$ cat config.mk
export PLATFORM = sky130hd
export DESIGN_NAME = gpio_latch_port
export DESIGN_NICKNAME = d
export VERILOG_FILES = /design/src/rtl/gpio_port_pkg.sv /design/src/rtl/gpio_sync2.sv /design/src/rtl/gpio_regs.sv /design/src/rtl/gpio_capture.sv /design/src/rtl/gpio_latch_port.sv
export SDC_FILE = /design/constraint.sdc
export NUM_CORES = 1
export LEC_CHECK = 0
export ABC_AREA = 1
export BUFFER_PORTS_ARGS = -buffer_cell sky130_fd_sc_hd__buf_2
export CAP_MARGIN = 0
export CORE_UTILIZATION = 58
export DETAILED_ROUTE_END_ITERATION = 8
export GPL_ROUTABILITY_DRIVEN = 0
export PLACE_DENSITY = 0.81
export REMOVE_ABC_BUFFERS = 1
export SLEW_MARGIN = 20
export SYNTH_ARGS = -nofsm -noshare
export SYNTH_HDL_FRONTEND = slang
export SYNTH_SLANG_ARGS = --single-unit
$ cat constraint.sdc
create_clock -name clk -period 1.7 [get_ports clk]
set_input_delay 0.255 -clock clk [delete_from_list [all_inputs] [get_ports clk]]
set_output_delay 0.255 -clock clk [all_outputs]
set_load 0.01 [all_outputs]
$ cat src/rtl/gpio_port_pkg.sv
package gpio_port_pkg;
  localparam int unsigned IDX_W = 3;

  typedef enum logic [IDX_W-1:0] {
    RI_INPUT  = 3'd0,
    RI_OUTPUT = 3'd1,
    RI_POLAR  = 3'd2,
    RI_DIR    = 3'd3,
    RI_LATCH  = 3'd4,
    RI_MASK   = 3'd5,
    RI_STATUS = 3'd6,
    RI_MODE   = 3'd7
  } reg_idx_e;
endpackage

$ cat src/rtl/gpio_sync2.sv
module gpio_sync2 #(
  parameter int W      = 8,
  parameter int STAGES = 2
) (
  input  logic         clk,
  input  logic         rst_n,
  input  logic [W-1:0] d,
  output logic [W-1:0] q
);
  logic [W-1:0] chain [STAGES];

  always_ff @(posedge clk or negedge rst_n) begin
    if (!rst_n) chain[0] <= '0;
    else        chain[0] <= d;
  end

  for (genvar s = 1; s < STAGES; s++) begin : g_stage
    always_ff @(posedge clk or negedge rst_n) begin
      if (!rst_n) chain[s] <= '0;
      else        chain[s] <= chain[s-1];
    end
  end

  assign q = chain[STAGES-1];
endmodule

$ cat src/rtl/gpio_regs.sv
module gpio_regs
  import gpio_port_pkg::*;
#(
  parameter int W = 8
) (
  input  logic         clk,
  input  logic         rst_n,
  input  logic         wr_ok,
  input  reg_idx_e     widx,
  input  logic [W-1:0] wdata,
  output logic [W-1:0] out_q,
  output logic [W-1:0] pol_q,
  output logic [W-1:0] dir_q,
  output logic [W-1:0] lat_q,
  output logic [W-1:0] mask_q,
  output logic         od_q
);
  always_ff @(posedge clk or negedge rst_n) begin
    if (!rst_n) begin
      out_q  <= '0;
      pol_q  <= '0;
      dir_q  <= '1;
      lat_q  <= '0;
      mask_q <= '1;
      od_q   <= 1'b0;
    end else if (wr_ok) begin
      case (widx)
        RI_OUTPUT: out_q  <= wdata;
        RI_POLAR:  pol_q  <= wdata;
        RI_DIR:    dir_q  <= wdata;
        RI_LATCH:  lat_q  <= wdata;
        RI_MASK:   mask_q <= wdata;
        RI_MODE:   od_q   <= wdata[0];
        default:   ;
      endcase
    end
  end
endmodule

$ cat src/rtl/gpio_capture.sv
module gpio_capture #(
  parameter int W = 8
) (
  input  logic         clk,
  input  logic         rst_n,
  input  logic [W-1:0] pin_s,
  input  logic [W-1:0] pol,
  input  logic [W-1:0] dir,
  input  logic [W-1:0] lat,
  input  logic [W-1:0] mask,
  input  logic         rd_input,
  output logic [W-1:0] view,
  output logic [W-1:0] status
);
  for (genvar b = 0; b < W; b++) begin : g_bit
    logic cur;
    logic diff;
    logic ref_r;
    logic held_r;
    logic hval_r;

    assign cur       = pin_s[b] ^ pol[b];
    assign diff      = dir[b] & (cur ^ ref_r);
    assign view[b]   = held_r ? hval_r : cur;
    assign status[b] = ~mask[b] & dir[b] & (lat[b] ? held_r : diff);

    always_ff @(posedge clk or negedge rst_n) begin
      if (!rst_n) begin
        ref_r  <= 1'b0;
        held_r <= 1'b0;
        hval_r <= 1'b0;
      end else begin
        held_r <= lat[b] & ~rd_input & (held_r | diff);
        hval_r <= held_r ? hval_r : cur;
        if (rd_input) ref_r <= view[b];
      end
    end
  end
endmodule

$ cat src/rtl/gpio_latch_port.sv
module gpio_latch_port
  import gpio_port_pkg::*;
#(
  parameter int W      = 8,
  parameter int ADDR_W = 8
) (
  input  logic              clk,
  input  logic              rst_n,
  input  logic [ADDR_W-1:0] bus_addr,
  input  logic [W-1:0]      bus_wdata,
  input  logic              bus_wr,
  input  logic              bus_rd,
  output logic [W-1:0]      bus_rdata,
  input  logic [W-1:0]      pin_i,
  output logic [W-1:0]      pin_o,
  output logic [W-1:0]      pin_oe,
  output logic              irq_oe
);
  logic           hit;
  reg_idx_e       idx;
  logic           wr_ok;
  logic           rd_input;
  logic [W-1:0]   pin_s;
  logic [W-1:0]   out_q, pol_q, dir_q, lat_q, mask_q;
  logic           od_q;
  logic [W-1:0]   in_view;
  logic [W-1:0]   status;

  assign hit      = (bus_addr[ADDR_W-1:IDX_W] == '0);
  assign idx      = reg_idx_e'(bus_addr[IDX_W-1:0]);
  assign wr_ok    = bus_wr & hit;
  assign rd_input = bus_rd & hit & (idx == RI_INPUT);

  gpio_sync2 #(.W(W), .STAGES(2)) u_sync (
    .clk(clk), .rst_n(rst_n), .d(pin_i), .q(pin_s)
  );

  gpio_regs #(.W(W)) u_regs (
    .clk(clk), .rst_n(rst_n), .wr_ok(wr_ok), .widx(idx), .wdata(bus_wdata),
    .out_q(out_q), .pol_q(pol_q), .dir_q(dir_q), .lat_q(lat_q),
    .mask_q(mask_q), .od_q(od_q)
  );

  gpio_capture #(.W(W)) u_cap (
    .clk(clk), .rst_n(rst_n), .pin_s(pin_s), .pol(pol_q), .dir(dir_q),
    .lat(lat_q), .mask(mask_q), .rd_input(rd_input),
    .view(in_view), .status(status)
  );

  always_comb begin
    bus_rdata = '0;
    if (hit) begin
      case (idx)
        RI_INPUT:  bus_rdata = in_view;
        RI_OUTPUT: bus_rdata = out_q;
        RI_POLAR:  bus_rdata = pol_q;
        RI_DIR:    bus_rdata = dir_q;
        RI_LATCH:  bus_rdata = lat_q;
        RI_MASK:   bus_rdata = mask_q;
        RI_STATUS: bus_rdata = status;
        RI_MODE:   bus_rdata = {{(W-1){1'b0}}, od_q};
        default:   bus_rdata = '0;
      endcase
    end
  end

  for (genvar b = 0; b < W; b++) begin : g_pin
    assign pin_o[b]  = od_q ? 1'b0 : out_q[b];
    assign pin_oe[b] = ~dir_q[b] & (od_q ? ~out_q[b] : 1'b1);
  end

  assign irq_oe = |status;
endmodule

==> metrics.log <==
INFO  metric cp_cell_sequence = inv_1 > nand2_2 > nand2_2 > nand2_2 > nand3_2 > nand2_2 > nand2_2 > nand2_2 > nor2_4 > nand2_1 > buf_2
INFO  metric cts_buffer_depth = 2
INFO  metric root_buffer_selected_by_cts = sky130_fd_sc_hd__clkbuf_8
INFO  metric run_status = finished with violations
INFO  metric syn-mean-instance-area = between 8 and 9 um2
INFO  metric critPathLaunchType = flip-flop
INFO  metric fmaxAchievable = a little over 500 MHz
INFO  metric power_leakage = between 2 and 3 nW
INFO  metric number_of_design_rule_violations_left_by_the_first_detailed_router_iteration = 201
INFO  metric fp.dieH = 86.8 um
INFO  metric drive_gt1_frac = 0.403
INFO  metric nNetsFinal = between 600 and 700
INFO  metric finalWirelength = roughly 12000 um
INFO  metric worst_clock_skew = 4.79 ps
INFO  metric slew-limit-headroom = 0.684
INFO  metric critical_path.slowest_cell = sky130_fd_sc_hd__dfrtp_1
INFO  metric layout_worst_path_cycle_share = 1.13
INFO  metric drt_drc = 0
INFO  metric largest_fanout_of_any_net_on_the_critical_path = 3
INFO  metric overflow = 0
INFO  metric finalMaxSlewViolations = 0
INFO  metric synth_area_leader_cell = sky130_fd_sc_hd__dfrtp_1
INFO  metric pin_slew_with_the_least_headroom_to_its_limit = 471 ps
INFO  metric cts_sinks = 81
INFO  metric vdd_drop_max = roughly 0.00066 V
INFO  metric timing.setup.tns = -1300 ps
INFO  metric tritoncts_buffer_count = 9
INFO  metric unrepaired_setup_endpoints_after_global_routing = true
INFO  metric cp.arrival = approximately 1700 ps
INFO  metric ys_flop_type = sky130_fd_sc_hd__dfrtp_1
INFO  metric critical_path_required = approximately 1400 ps
INFO  metric synth_enable_flop_cells = 0
INFO  metric critPathCaptureType = output pin
INFO  metric maximum_number_of_pins_on_one_net_before_global_route_repair = 40
INFO  metric insertedDiodeCount = 0
INFO  metric final_core_utilization = 0.793
INFO  metric failing_checks = negative setup slack
INFO  metric dr.pass1.iters = 8
INFO  metric floorplan.initialDensity = 0.607
INFO  metric die_w = approximately 87 um
INFO  metric finalSetupViolCount = 10
INFO  metric core_area = 6870 um2
INFO  metric synth.distinct_cells = 32
INFO  metric detailroute.via_count = 3921
INFO  metric cp_slowest_stage_delay = 420 ps
INFO  metric antenna_violations_before_repair = 0
INFO  metric worst_skew_pair.late_latency = about 350 ps
INFO  metric synth_warnings = 0
INFO  metric worst_reg_to_reg_setup_slack = -70 ps
INFO  metric groute.usage.overall = 0.317
INFO  metric worst_path_most_repeated_cell = sky130_fd_sc_hd__nand2_2
INFO  metric num_rows = 30
INFO  metric tritoncts = done
INFO  metric grt_pass1_wl = approximately 18000 um
INFO  metric max-cap-violations = 0
INFO  metric power_density_of_the_placed_cells = roughly 750 nW/um2
INFO  metric syn2layout_area_growth = 30.5%
INFO  metric first_global_vias = roughly 3.8k
INFO  metric drt.antenna.violating_nets = 0
INFO  metric synth_area = between 4000 and 5000 um2
INFO  metric ys_top_cells_by_area = sky130_fd_sc_hd__dfrtp_1 (39%), sky130_fd_sc_hd__nand2_1 (13%), sky130_fd_sc_hd__dfstp_2 (10%)
INFO  metric yosys_register_bits = slightly above 80
INFO  metric timing.hold.worst.class = in2reg
INFO  metric worst_slack = -224 ps
INFO  metric final_period_minus_worst_setup_slack = slightly below 2000 ps
INFO  metric timing.final.hold_violations = 0
INFO  metric post-place-cells = 665
INFO  metric port-buffer-count = 52
INFO  metric post_layout_instance_count_excluding_filler_cells = 719
INFO  metric cts.htree.levels = 3
INFO  metric async_reset_ff_frac = 1.00
INFO  metric worst-setup-path-type = reg2out
INFO  metric yosysSeqAreaShare = 0.491
INFO  metric clk_pin_slew = 80 ps
INFO  metric io-pin-count = 53
INFO  metric routedWlPerCell = ~16 um
INFO  metric detailedPlacementHpwl = approximately 7100 um
INFO  metric vias_per_cell = 5.45
INFO  metric totalPowerFinal = roughly 4.1 mW
INFO  metric netlist_instances = around 500
INFO  metric area_share_of_the_largest_cell_type_after_synthesis = 0.390
INFO  metric floorplan.die_area = around 7500 um2
==> logic make-up (layout without fill, tap and decap cells) <==
family | after synthesis | in the layout | synth area share
buffers and inverters | 88 | 201 | 0.0918
AND/OR/NAND/NOR | 243 | 243 | 0.272
AO/OA/AOI/OAI | 98 | 98 | 0.145
flip-flops | 81 | 81 | 0.491
==> cell type report <==
cell class,count,area (um2)
clock buffer,11,141
clock inverter,5,55.1
fill,472,1420
inverter,78,295
multi-input combinational,341,2040
sequential,81,2050
tap,96,120
timing repair buffer,107,747
==> metrics by stage <==
stage                     setup WS [ps]  hold slack (ps)  instance area (um2)
final                              -224             11.5                 5450
after floorplan                     310            -40.6                 4090
after global placement             29.3              191                 4650
after CTS                          -191             4.57                 5230
after detailed placement          -17.4              193                 4650
after global routing               -310             4.01                 5450
==> layer usage <==
| layer | track usage | share of wire | vias to the layer above |
|---|---|---|---|
| met5 | 0 | 0 | - |
| met4 | 0.132 | 0.032 | 0 |
| met3 | 0.0819 | 0.066 | 33 |
| met2 | 0.545 | 0.51 | 169 |
| met1 | 0.377 | 0.39 | 1878 |
| li1 | - | - | 1841 |
==> final timing paths <==
check | start | endpoint | depth (start not counted)
max in group asynchronous | rst_n | u_regs.dir_q[7] | 3
min in group asynchronous | rst_n | u_regs.out_q[4] | 2
worst min register to register | u_sync.chain[15] | u_sync.q[7] | 0
worst max-delay path | u_regs.pol_q[3] | irq_oe | 11
worst max register to register | u_regs.pol_q[5] | u_cap.g_bit[5].held_r | 13
worst min-delay path | pin_i[4] | u_sync.chain[12] | 1
==> cells in the mapped netlist, types with 7 or more instances <==
cell,count
sky130_fd_sc_hd__o21ai_1,26
sky130_fd_sc_hd__dfstp_2,16
sky130_fd_sc_hd__nand2_1,145
sky130_fd_sc_hd__nand3_1,38
sky130_fd_sc_hd__dfrtp_1,65
sky130_fd_sc_hd__o21a_1,7
sky130_fd_sc_hd__inv_1,74
sky130_fd_sc_hd__nor2_1,29
sky130_fd_sc_hd__o21ai_2,24
sky130_fd_sc_hd__o21ai_0,12
sky130_fd_sc_hd__nor3b_1,7
sky130_fd_sc_hd__a21oi_1,25
==> sequential cells by signal, indices dropped and copies added, names as in the netlist <==
name and cells:
u_regs.mask_q 8, u_cap.g_bit.held_r 8, u_regs.dir_q 8, u_regs.out_q 8, u_cap.g_bit.hval_r 8, u_regs.od_q 1, u_sync.chain 8, u_sync.q 8
u_cap.g_bit.ref_r 8, u_regs.pol_q 8, u_regs.lat_q 8
==> what timing repair did <==
action,CTS,global route
hold buffers,5,2
pin swaps,14,20
buffers inserted,26,5
setup endpoints to repair,9,10
resized for setup,39,49
endpoints found under the hold margin,21,2
==> cell usage in the layout (no fill, tap or decap), types with 2 or more instances in the layout <==
master | Yosys | routed
sky130_fd_sc_hd__o21a_1 | 7 | 7
sky130_fd_sc_hd__nand3_2 | 1 | 18
sky130_fd_sc_hd__nand3b_1 | 3 | 3
sky130_fd_sc_hd__dlygate4sd3_1 | 0 | 7
sky130_fd_sc_hd__clkbuf_8 | 0 | 10
sky130_fd_sc_hd__dfstp_2 | 16 | 16
sky130_fd_sc_hd__clkinvlp_4 | 0 | 2
sky130_fd_sc_hd__buf_2 | 1 | 51
sky130_fd_sc_hd__o211ai_1 | 2 | 2
sky130_fd_sc_hd__clkinv_2 | 0 | 2
sky130_fd_sc_hd__nand2_1 | 145 | 118
sky130_fd_sc_hd__buf_12 | 0 | 4
sky130_fd_sc_hd__nand2_2 | 6 | 33
sky130_fd_sc_hd__nor3_4 | 4 | 4
sky130_fd_sc_hd__o21ai_2 | 24 | 27
sky130_fd_sc_hd__nand2_4 | 5 | 5
sky130_fd_sc_hd__buf_4 | 1 | 44
sky130_fd_sc_hd__nor2_1 | 29 | 28
sky130_fd_sc_hd__dfrtp_1 | 65 | 64
sky130_fd_sc_hd__a21oi_1 | 25 | 16
sky130_fd_sc_hd__inv_1 | 74 | 67
sky130_fd_sc_hd__nor3b_4 | 0 | 6
sky130_fd_sc_hd__o21ai_1 | 26 | 28
sky130_fd_sc_hd__nand3_1 | 38 | 21
sky130_fd_sc_hd__inv_2 | 2 | 9
sky130_fd_sc_hd__o21ai_0 | 12 | 7
sky130_fd_sc_hd__a21oi_2 | 0 | 9
==> power breakdown <==
part | total (mW) | internal (mW) | leakage [nW] | switching (mW)
logic | 0.558 | 0.232 | 1.50 | 0.326
clock network | 1.40 | 0.714 | 0.0953 | 0.683
registers | 2.11 | 2.03 | 1.01 | 0.0790
==> worst max-delay path: cells and delay by family (launching register included) <==
kind | cells | cell delay (ps)
simple gates | 9 | 690
flops | 1 | 420
buf+inv | 2 | 220
Power figures use the tool's default switching activity.
